$ cat src/rtl/sclk_pkg.sv
// Package: types and helpers shared by the prescaler modules.
// Assumes: second-stage codes saturate at the largest supported ratio.
package sclk_pkg;

    // Second-stage field encodings of a chip select's mode
    typedef enum logic [1:0] {
        POST_DIV2  = 2'd0,
        POST_DIV4  = 2'd1,
        POST_DIV8  = 2'd2,
        POST_ALT8  = 2'd3
    } post_code_t;

    // Largest of four ratio values; sizes the first-stage counter
    function automatic int unsigned max4(input int unsigned a, input int unsigned b,
                                         input int unsigned c, input int unsigned d);
        int unsigned m;
        m = a;
        if (b > m) m = b;
        if (c > m) m = c;
        if (d > m) m = d;
        return m;
    endfunction

endpackage

$ cat src/rtl/sclk_pre_div.sv
// Module: first-stage divider. Counts functional cycles and pulses
// wrap_o on the last cycle of each group of (last_i + 1) cycles.
// Assumes: last_i changes only while clear_i is asserted; a larger
// count than last_i still wraps at once.
module sclk_pre_div #(
    parameter int unsigned CW = 4
) (
    input  logic          clk,
    input  logic          rst_n,
    input  logic          clear_i,
    input  logic          run_i,
    input  logic [CW-1:0] last_i,
    output logic          wrap_o
);
    logic [CW-1:0] cnt_q;
    logic          at_end;

    // Terminal count reached on this cycle
    always_comb at_end = (cnt_q >= last_i);

    // Pulse to the second stage on the final cycle of a group
    always_comb wrap_o = run_i && at_end;

    // Cycle counter, cleared on disable or restart
    always_ff @(posedge clk) begin
        if (!rst_n || clear_i) begin
            cnt_q <= '0;
        end else if (run_i) begin
            if (at_end) cnt_q <= '0;
            else        cnt_q <= cnt_q + 1'b1;
        end
    end
endmodule

$ cat src/rtl/sclk_post_div.sv
// Module: second-stage divider. Counts first-stage pulses and signals
// a serial clock edge after every (last_i + 1) of them.
// Assumes: last_i changes only while clear_i is asserted.
module sclk_post_div #(
    parameter int unsigned CW = 2
) (
    input  logic          clk,
    input  logic          rst_n,
    input  logic          clear_i,
    input  logic          step_i,
    input  logic [CW-1:0] last_i,
    output logic          edge_o
);
    logic [CW-1:0] cnt_q;
    logic          at_end;

    // Final pulse of a half serial period
    always_comb at_end = (cnt_q >= last_i);

    // Serial edge request on the final first-stage pulse
    always_comb edge_o = step_i && at_end;

    // Pulse counter, cleared on disable or restart
    always_ff @(posedge clk) begin
        if (!rst_n || clear_i) begin
            cnt_q <= '0;
        end else if (step_i) begin
            if (at_end) cnt_q <= '0;
            else        cnt_q <= cnt_q + 1'b1;
        end
    end
endmodule

$ cat src/rtl/sclk_level.sv
// Module: output stage. Registers the edge tick, toggles the clock
// phase on each edge and applies the idle polarity.
// Assumes: the phase returns to idle whenever clear_i is asserted.
module sclk_level (
    input  logic clk,
    input  logic rst_n,
    input  logic clear_i,
    input  logic edge_i,
    input  logic idle_high,
    output logic tick_o,
    output logic sclk_o
);
    logic phase_q;

    // Tick register and clock phase toggle
    always_ff @(posedge clk) begin
        if (!rst_n || clear_i) begin
            tick_o  <= 1'b0;
            phase_q <= 1'b0;
        end else begin
            tick_o <= edge_i;
            if (edge_i) phase_q <= ~phase_q;
        end
    end

    // Polarity applied to the phase
    always_comb sclk_o = phase_q ^ idle_high;
endmodule

$ cat src/rtl/sclk_prescaler.sv
// Module: two-stage serial clock prescaler (top). A shared first stage
// with four ratios feeds a per-select 2/4/8 second stage. The result
// drives a single-cycle edge tick and the serial clock level.
// Assumes: synchronous inputs; the selects are changed only during a
// start strobe or while disabled.
module sclk_prescaler #(
    parameter int unsigned PRE_R0      = 2,
    parameter int unsigned PRE_R1      = 4,
    parameter int unsigned PRE_R2      = 7,
    parameter int unsigned PRE_R3      = 10,
    parameter int unsigned POST_LOG2MX = 3
) (
    input  logic       clk,
    input  logic       rst_n,
    input  logic       gen_en,
    input  logic [1:0] pre_sel,
    input  logic [1:0] post_sel,
    input  logic       idle_high,
    input  logic       xfer_start,
    output logic       edge_tick,
    output logic       sclk_out
);
    import sclk_pkg::*;

    localparam int unsigned PRE_MAX = max4(PRE_R0, PRE_R1, PRE_R2, PRE_R3);
    localparam int unsigned C1_W    = (PRE_MAX > 2) ? $clog2(PRE_MAX) : 1;
    localparam int unsigned C2_W    = (POST_LOG2MX > 1) ? POST_LOG2MX - 1 : 1;
    localparam int unsigned POST_MXC = POST_LOG2MX - 1;

    logic            clear, run;
    logic [C1_W-1:0] pre_last;
    logic [C2_W-1:0] post_last;
    logic            pre_wrap, post_edge;

    // Counters run when enabled and hold cleared on disable or restart
    always_comb begin
        clear = !gen_en || xfer_start;
        run   = gen_en && !xfer_start;
    end

    // First-stage terminal count from the shared select
    always_comb begin
        unique case (pre_sel)
            2'd0:    pre_last = C1_W'(PRE_R0 - 1);
            2'd1:    pre_last = C1_W'(PRE_R1 - 1);
            2'd2:    pre_last = C1_W'(PRE_R2 - 1);
            default: pre_last = C1_W'(PRE_R3 - 1);
        endcase
    end

    // Second-stage terminal count: half the ratio minus one, saturated
    always_comb begin
        int unsigned code;
        code = 32'(post_sel);
        if (code > POST_MXC) code = POST_MXC;
        post_last = C2_W'((1 << code) - 1);
    end

    sclk_pre_div #(.CW(C1_W)) i_pre (
        .clk     (clk),
        .rst_n   (rst_n),
        .clear_i (clear),
        .run_i   (run),
        .last_i  (pre_last),
        .wrap_o  (pre_wrap)
    );

    sclk_post_div #(.CW(C2_W)) i_post (
        .clk     (clk),
        .rst_n   (rst_n),
        .clear_i (clear),
        .step_i  (pre_wrap),
        .last_i  (post_last),
        .edge_o  (post_edge)
    );

    sclk_level i_lvl (
        .clk       (clk),
        .rst_n     (rst_n),
        .clear_i   (clear),
        .edge_i    (post_edge),
        .idle_high (idle_high),
        .tick_o    (edge_tick),
        .sclk_o    (sclk_out)
    );
endmodule

$ cat config.mk
export PLATFORM = sky130hd
export DESIGN_NAME = sclk_prescaler
export DESIGN_NICKNAME = d
export VERILOG_FILES = /design/src/rtl/sclk_pkg.sv /design/src/rtl/sclk_pre_div.sv /design/src/rtl/sclk_post_div.sv /design/src/rtl/sclk_level.sv /design/src/rtl/sclk_prescaler.sv
export SDC_FILE = /design/constraint.sdc
export NUM_CORES = 1
export LEC_CHECK = 0
export BUFFER_PORTS_ARGS = -buffer_cell sky130_fd_sc_hd__buf_2
export CORE_AREA = 2 2 39 41
export CTS_CLUSTER_DIAMETER = 100
export CTS_CLUSTER_SIZE = 25
export DETAILED_ROUTE_END_ITERATION = 8
export DIE_AREA = 0 0 41 43
export HOLD_SLACK_MARGIN = 0.1
export PLACE_DENSITY_LB_ADDON = 0.15
export SLEW_MARGIN = 5
export SYNTH_ARGS = -nofsm -noshare
export SYNTH_HDL_FRONTEND = slang
export SYNTH_SLANG_ARGS = --single-unit
$ cat constraint.sdc
create_clock -name clk -period 2.45 [get_ports clk]
set_input_delay 0.735 -clock clk [delete_from_list [all_inputs] [get_ports clk]]
set_output_delay 0.735 -clock clk [all_outputs]
set_load 0.02 [all_outputs]
Word-level counts from Yosys, hierarchy flattened
Cells that the tools add are included.
- bits in read-only memories: 0
- latch bits: 0
- bits in registers: 8
- input bits: 9
- RAM bits: 0
- memories kept: 0
- add/subtract/negate cells: 3
- mux-type cells: 4
- div/mod/pow operators: 0
- shift-type cells: 1
- reduce and logical (&&, ||, !) cells: 9
- magnitude comparators: 3
- equality and inequality tests: 2
- bitwise gates (word level): 2
- multipliers: 0
- operators by type and width (kind ; count):
    4-bit case mux with 3 select lines ; 1
    4-bit by 1-bit adder with 4-bit output, second input constant ; 1
    4-bit >= comparator ; 1
    2-bit 2-to-1 mux ; 2
    4-bit 2-to-1 mux ; 1
    1-bit logical AND ; 3
    1-bit logical NOT ; 3
    2-bit by 1-bit adder with 2-bit output, second input constant ; 1
    2-bit by 1-bit == test with 1-bit output, second input constant ; 1
    2-bit == test, second input constant ; 1
    2-bit >= comparator ; 1
    2-bit > comparator, second input constant ; 1
    2-bit logical NOT ; 1
    1-bit logical OR ; 2
    1-bit by 2-bit << shifter with 2-bit output, first input constant ; 1
    2-bit subtractor, second input constant ; 1
    1-bit NOT ; 1
    1-bit XOR ; 1

Depth between registers and ports, before layout
Gate-level depths: netlist (run 1).
- depth in word-level cells: 6
- depth in mapped cells: 8

Cells and area by module
From an unflattened synthesis (run 1), not the netlist that was laid out.
- cell total of the unflattened synthesis: 71
- area, all modules: 638.1 µm²
- by module, submodules not included (module ; instances ; seq. area each (µm²) ; area an instance (µm²) ; cells an instance):
    sclk_pre_div ; 1 ; 80.1 ; 330.3 ; 36
    sclk_post_div ; 1 ; 40.0 ; 157.7 ; 19
    sclk_level ; 1 ; 40.0 ; 78.8 ; 6
    sclk_prescaler ; 1 ; 0.0 ; 71.3 ; 10

Worst setup path before layout (run 1)
No wires, ideal clock.
- path kind: input to register
- from: in pre_sel[0]
- to: reg i_lvl.phase_q
- path buffers: 0
- stages on the path: 7
- library setup time: 0.071 ns
- arrival: 2.178 ns
- slack: 0.201 ns
- cell sequence: inv_1 ha_1 ha_1 inv_2 o21a_4 or4_1 a21oi_1
- cells in the longest elaborated chain, start to end: 5
- RTL lines (item ; RTL line ; RTL):
    from (decl) ; sclk_prescaler.sv:16 ; input logic [1:0] pre_sel,
    2-bit == test (tied with other cells) ; sclk_prescaler.sv:43 ; unique case (pre_sel)
    4-bit case mux with 3 select lines (*) ; sclk_prescaler.sv:43 ;
    4-bit >= comparator (*) ; sclk_pre_div.sv:19 ; always_comb at_end = (cnt_q >= last_i);
    1-bit logical AND (*) ; sclk_pre_div.sv:22 ; always_comb wrap_o = run_i && at_end;
    1-bit logical AND (*) ; sclk_post_div.sv:21 ; always_comb edge_o = step_i && at_end;
    to (signal assigned) ; sclk_level.sv:22 ; if (edge_i) phase_q <= ~phase_q;
    to (decl) ; sclk_level.sv:13 ; logic phase_q;
Every way passes the cells marked *; elsewhere a longest branch is shown, timed or not.
A chain may end at the register's enable or synchronous reset.

Worst setup path after layout (run 1)
Same ends and word-level chain as after synthesis.

==> results by group, run 1 <==
Synth
  – Most frequent cells after synthesis: ha_1 (9), dfxtp_1 (8), inv_1 (6)
  – Yosys cell types: 24
  – Syn_nets: 75
  – Count leader, synth: ha_1
  – EDFF count, synth: 0
  – Synthesized cell area: approximately 500 sq um
  – Post-synthesis sequential area ratio: between 30% and 40%
  – Top cells by area, synth: dfxtp_1 (31%), ha_1 (22%), inv_1 (4.4%), a21oi_1 (3.9%), nor3_1 (3.9%)
  – Synth Instances: 57
  – Yosys warns: 0
  – Ys flop type: dfxtp_1
  – Synthesized area per cell: 9.000 sq um
  – Synthesis-stage register bit count: 8
  – FFs w/ async S/R, synth: 0%
  – Synth top area share: 31.22%
  – Yosys top cell by area: dfxtp_1

Routing
  – DR WL met3: about 22 microns
  – Drt initial violations: 8
  – Via-per-instance ratio: 4.931
  – Total Wirelength: between 800 and 900 microns
  – Met2 Wirelength: 379 microns
  – Vias: around 430
  – # DRC: 0
  – Metal-1 WL: 426 microns
  – DR WL/cell: slightly below 10 microns
  – Max Used Layer: met4
  – DR pass1 iterations: 3
  – DRT antenna net count: 0

Clock network
  – H-tree depth: 1
  – Worst skew pair latency: approximately 0.24 ns
  – Total CTS buffers: 3
  – Post-CTS setup buffer count: 0
  – Num Clock Sinks: 8
  – Clock Pin Slew Worst Setup and Hold Paths: 0.05 ns
  – Hold bufs inserted after CTS: 0
  – Clock Path Buffers: 2
  – Post-CTS sizing: 0
  – TritonCTS clock tree: built
  – Root Driver: clkbuf_4

Setup path
  – CP arrival: between 2 and 2.5 ns
  – Reg-to-reg startpoint: i_pre.cnt_q[0]$_SDFFE_PP0P_
  – RR Endpoint: i_lvl.phase_q$_SDFFE_PP0P_
  – Critical Path Start Type: primary input
  – CP max FO: 2
  – R2R depth: 6
  – Critical Path RT: ~2.6 ns
  – Flop-to-flop setup slack: 0.73 ns
  – Crit Path Class: primary input to flop
  – Critical Path Sink Type: flop

STA
  – RSZ-0062 raised after global routing: false
  – Final setup viols: 0
  – Tmin final: ~2.1 ns
  – Worst Skew: between 0.002 and 0.0025 ns
  – Setup ws final: 0.3045 ns
  – Slew Viols, Final: 0
  – Worst rel slew slack: 76.90%
  – Final Hold Viols: 0
  – Fmax: between 400 and 500 MHz
  – Final worst path period share: between 80 and 90%
  – Sum of negative setup slack: 0 ns
  – Worst Max-Slew Pin Slew: approximately 0.35 ns
  – Worst hold slack: around 0.49 ns

Power and ir drop
  – Power per Cell Area: roughly 460 mW/mm^2
  – Maximum VDD drop: 0.2429 mV
  – Leakage: ~0.28 nW
  – Total power: ~0.28 mW

Layout
  – Post-route insts no fill: a little under 90
  – Fraction of layout cells with a size suffix above 1: 25.35%
  – Area growth syn-to-layout: 19.51%
  – Total Nets Final: between 90 and 100
  – Design Area, Final: ~610 sq um
  – Final Core Density: between 40% and 50%
  – Antenna diodes: 0

Min path
  – Hold Crit Endpoint: i_post.cnt_q[1]$_SDFFE_PP0P_
  – Hold Startpoint: i_post.cnt_q[1]$_SDFFE_PP0P_
  – HP Class: flop to flop
  – Hold Path Cell Cnt: 2

Placement
  – # placed instances: 84
  – I/O Buffers: 10
  – GPL Wtd Cong: around 0.66
  – Worst slack, placed: between 0.05 and 0.06 ns
  – Post-Place Cell Area: about 600 sq um
  – HPWL after detailed placement: 718.9 microns

GRT
  – Largest net degree at the start of global routing: 9
  – Total gr overflow: 0
  – First-pass GRT wire length: roughly 1400 microns
  – Antenna violations before repair: 0
  – Vias in the first global route: 371
  – Tot GR Track Use: around 12%

Floorplan
  – Die Width: about 40 microns
  – Initial Utilization: between 30% and 40%
  – Core area: 0.001384 sq mm
  – Top Ports: 11
  – Die height: roughly 43 microns
  – Row cnt: 14
  – Die area: 0.001763 sq mm

Run
  – Number of max-cap violations: 0

Outcome
  – Run status: finished clean
-- placed cells by master, fill, tap and decap left out, types with 2 or more instances in the layout --
cell      instances
xor2_1            2
o21ai_0           2
clkbuf_4          3
nand4_1           2
a21oi_1           4
dfxtp_1           8
nor3_1            4
buf_2            10
nand2b_1          2
nor2_1            2
nor2b_1           2
ha_1              9
inv_1             6
o31ai_1           2
-- worst max path at each step --
stage	start	endpoint	slack, ns	depth (start not counted)
floorplan	pre_sel[0]	i_lvl.phase_q$_SDFFE_PP0P_	0.20	7
global placement	pre_sel[0]	i_lvl.phase_q$_SDFFE_PP0P_	0.05	8
detailed placement	pre_sel[0]	i_lvl.phase_q$_SDFFE_PP0P_	0.05	8
CTS	pre_sel[0]	i_lvl.phase_q$_SDFFE_PP0P_	0.30	8
global route	pre_sel[0]	i_lvl.phase_q$_SDFFE_PP0P_	0.26	8
finish	pre_sel[0]	i_lvl.phase_q$_SDFFE_PP0P_	0.30	8
-- critical path, cell delays in order --
cell and delay (ns):
buf_2 0.09, inv_1 0.04, ha_1 0.28, ha_1 0.29, inv_2 0.04, o21a_4 0.20
or4_1 0.50, a21oi_1 0.15
-- layer usage --
metal,up-vias,GRT usage [%]
met2,4,16.25
met3,2,3.141
met1,191,15.31
li1,232,-
met4,0,10.00
met5,-,0
-- cells by family (layout without fill, tap and decap cells) --
kind of cell,Yosys count,after routing,synth area share [%]
flops,8,8,31.22
simple gates,19,19,22.44
fa+ha+maj,9,9,21.95
xor+xnor,3,3,5.123
compound gates,11,11,14.14
buf+inv,7,21,5.121
-- state kept, by name, indices dropped and copies added, names as in the netlist --
signal	cells
i_pre.cnt_q	4
i_lvl.phase_q	1
i_post.cnt_q	2
i_lvl.tick_o	1
-- report_power, final --
| part | total [mW] | internal [mW] | switching [mW] | leakage [nW] |
|---|---|---|---|---|
| logic | 0.0533 | 0.0256 | 0.0277 | 0.200 |
| clock network | 0.0955 | 0.0557 | 0.0398 | 0.0138 |
| registers | 0.133 | 0.132 | 0.00143 | 0.0646 |
| total | 0.282 | 0.213 | 0.0689 | 0.278 |
-- cell type report --
type	count	area, sq um
Multi-Input combinational cell	42	326.6
Fill cell	150	770.7
Timing Repair Buffer	11	57.56
Clock buffer	3	22.52
Sequential cell	8	160.2
Inverter	7	26.28
Tap cell	16	20.02
No activity file was read; power rests on OpenSTA's default activity.
==> run 2: changes to the inputs <==
==> constraint.sdc (replaced) <==
create_clock -name clk -period 2.45 [get_ports clk]
set_input_delay 0.49 -clock clk [delete_from_list [all_inputs] [get_ports clk]]
set_output_delay 0.49 -clock clk [all_outputs]
set_load 0.02 [all_outputs]
==> results by group, run 2 (synthesized netlist as in run 1, its figures left out) <==
Clock network
  – TritonCTS clock tree: built (unchanged)
  – H-tree depth: 1 (unchanged)
  – Clock Path Buffers: 2 (unchanged)
  – Num Clock Sinks: 8 (unchanged)
  – Post-CTS sizing: 0 (unchanged)
  – Worst skew pair latency: 0.25 ns (was 0.24 ns)
  – Root Driver: clkbuf_4 (unchanged)
  – Hold bufs inserted after CTS: 0 (unchanged)
  – Clock Pin Slew Worst Setup and Hold Paths: 0.05 ns (about the same)
  – Total CTS buffers: 3 (unchanged)
  – Post-CTS setup buffer count: 0 (unchanged)

Layout
  – Fillcell total: 155 (was 150)
  – Largest Register: i_pre.cnt_q (unchanged)
  – Total Nets Final: 90 (was 91)
  – Design Area, Final: 605.6 sq um (was 613.1 sq um)
  – Post-route insts no fill: 86 (was 87)
  – Antenna diodes: 0 (unchanged)
  – Largest regs: i_pre.cnt_q x4, i_post.cnt_q x2 (unchanged)
  – Commonest non-fill, non-tap cells in the layout: buf_2 (10), ha_1 (9), dfxtp_1 (8) (unchanged)
  – Area growth syn-to-layout: 18.05% (was 19.51%)
  – Fraction of layout cells with a size suffix above 1: 24.29% (was 25.35%)
  – Largest register FFs: 4 (unchanged)
  – Commonest non-fill, non-tap cell in the layout: buf_2 (unchanged)
  – Final Core Density: 43.76% (was 44.30%)

Setup path
  – Reg-to-reg startpoint: i_pre.cnt_q[0]$_SDFFE_PP0P_ (unchanged)
  – Critical Path Source: pre_sel[0] (unchanged)
  – Slowest cell on crit path: or4_1 (unchanged)
  – RR Endpoint: i_lvl.phase_q$_SDFFE_PP0P_ (unchanged)
  – CP peak stage delay: 0.50 ns (about the same)
  – CP max FO: 6 (was 2)
  – Flop-to-flop setup slack: 0.72 ns (was 0.73 ns)
  – Crit Path Class: primary input to flop (unchanged)
  – Critical Path Start Type: primary input (unchanged)
  – CP arrival: 2.09 ns (was 2.32 ns)
  – Critical Path RT: 2.63 ns (was 2.62 ns)
  – Crit path top cell by count: ha_1 (unchanged)
  – Critical Path Sink Type: flop (unchanged)
  – R2R depth: 6 (unchanged)
  – CP Cell Sequence: buf_2 -> inv_1 -> ha_1 -> ha_1 -> inv_2 -> o21a_4 -> or4_1 -> a21oi_1 (unchanged)

STA
  – Worst Max-Slew Pin Slew: 0.3893 ns (was 0.3458 ns)
  – Slew Viols, Final: 0 (unchanged)
  – Fmax: 524.3 MHz (was 466.1 MHz)
  – Worst rel slew slack: 73.99% (was 76.90%)
  – Setup ws final: 0.5426 ns (was 0.3045 ns)
  – Final worst path period share: 77.85% (was 87.57%)
  – Final setup viols: 0 (unchanged)
  – RSZ-0062 raised after global routing: false (unchanged)
  – Worst Skew: 0.001673 ns (was 0.002178 ns)
  – Sum of negative setup slack: 0 ns (unchanged)
  – Worst hold slack: 0.4912 ns (was 0.4895 ns)
  – Final Hold Viols: 0 (unchanged)
  – Tmin final: 1.907 ns (was 2.146 ns)

Routing
  – Total Wirelength: 811 microns (was 841 microns)
  – DR WL/cell: 9.430 microns (was 9.667 microns)
  – DRT antenna net count: 0 (unchanged)
  – DR pass1 iterations: 4 (was 3)
  – Vias: 447 (was 429)
  – Drt initial violations: 3 (was 8)
  – Via-per-instance ratio: 5.198 (was 4.931)
  – # DRC: 0 (unchanged)

Min path
  – HP Class: flop to flop (unchanged)
  – Hold Startpoint: i_post.cnt_q[1]$_SDFFE_PP0P_ (unchanged)
  – Hold Crit Endpoint: i_post.cnt_q[1]$_SDFFE_PP0P_ (unchanged)
  – Hold Path Cell Cnt: 2 (unchanged)

Power and ir drop
  – P_int: 0.2110 mW (was 0.2131 mW)
  – Power per Cell Area: 465.9 mW/mm^2 (was 460.0 mW/mm^2)
  – Clock share of power: 35.0% (was 33.9%)
  – Total power: 0.2822 mW (was 0.2820 mW)
  – Combinational power share: 17.9% (was 18.9%)
  – Sequential Power Share: 47.2% (about the same)
  – Sw Pwr: 0.07121 mW (was 0.06890 mW)
  – Leakage: 0.2739 nW (was 0.2784 nW)
  – Maximum VDD drop: 0.2433 mV (was 0.2429 mV)
  – Sw Share: 25.24% (was 24.43%)

Floorplan
  – Die height: 43 microns (unchanged)
  – Core area: 0.001384 sq mm (unchanged)
  – Initial Utilization: 37.07% (unchanged)
  – Top Ports: 11 (unchanged)
  – Die Width: 41 microns (unchanged)
  – Row cnt: 14 (unchanged)
  – Die area: 0.001763 sq mm (unchanged)

Placement
  – Worst slack, placed: 0.2836 ns (was 0.05368 ns)
  – HPWL after detailed placement: 669 microns (was 718.9 microns)
  – I/O Buffers: 10 (unchanged)
  – # placed instances: 83 (was 84)
  – Post-Place Cell Area: 583.1 sq um (was 590.6 sq um)
  – GPL Wtd Cong: 0.6705 (was 0.6574)

GRT
  – Tot GR Track Use: 12.11% (was 12.10%)
  – Total gr overflow: 0 (unchanged)
  – Largest net degree at the start of global routing: 9 (unchanged)
  – First-pass GRT wire length: 1386 microns (was 1393 microns)
  – Antenna violations before repair: 0 (unchanged)
  – Vias in the first global route: 381 (was 371)

Run
  – Number of max-cap violations: 0 (unchanged)

Outcome
  – Run status: finished clean (unchanged)
run 2: changes by cell type in the layout (fill, tap and decap cells not counted), sizes merged:
cell,before,now
buf,11,10
run 2: how the worst max path moves through the flow:
stage	end	slack, ns	depth (start not counted)
finish	i_lvl.phase_q$_SDFFE_PP0P_	0.54	8
global route	i_pre.cnt_q[3]$_SDFFE_PP0P_	0.45	9
CTS	i_lvl.phase_q$_SDFFE_PP0P_	0.54	8
detailed placement	i_lvl.phase_q$_SDFFE_PP0P_	0.28	8
global placement	i_lvl.phase_q$_SDFFE_PP0P_	0.30	8
floorplan	i_lvl.phase_q$_SDFFE_PP0P_	0.45	7
run 2: power groups by stage:
stage	clock, mW	combinational [mW]	sequential [mW]
detailed placement	0	0.0506	0.136
global route	0.113	0.0571	0.133
finish	0.0987	0.0504	0.133
CTS	0.104	0.0508	0.133
global placement	0	0.0504	0.136
floorplan	0	0.0369	0.136
run 2: critical path: cells and delay by family:
family | cells | cell delay (ns)
fa+ha+maj | 2 | 0.57
simple gates | 1 | 0.50
compound gates | 2 | 0.36
buf+inv | 3 | 0.17
run 2: area by class of cell:
class	instances	area (sq um)	area share (%)
Tap cell	16	20.02	3.306
Sequential cell	8	160.2	26.45
Clock buffer	3	22.52	3.719
Multi-Input combinational cell	42	326.6	53.93
Inverter	7	26.28	4.339
Timing Repair Buffer	10	50.05	8.264
run 2: metal layers:
layer | wire, microns | track usage (%) | vias up
met5 | 0 | 0 | -
met4 | 23 | 12.00 | 0
met3 | 31 | 3.141 | 3
met2 | 348 | 16.56 | 11
met1 | 408 | 14.05 | 204
li1 | - | - | 229
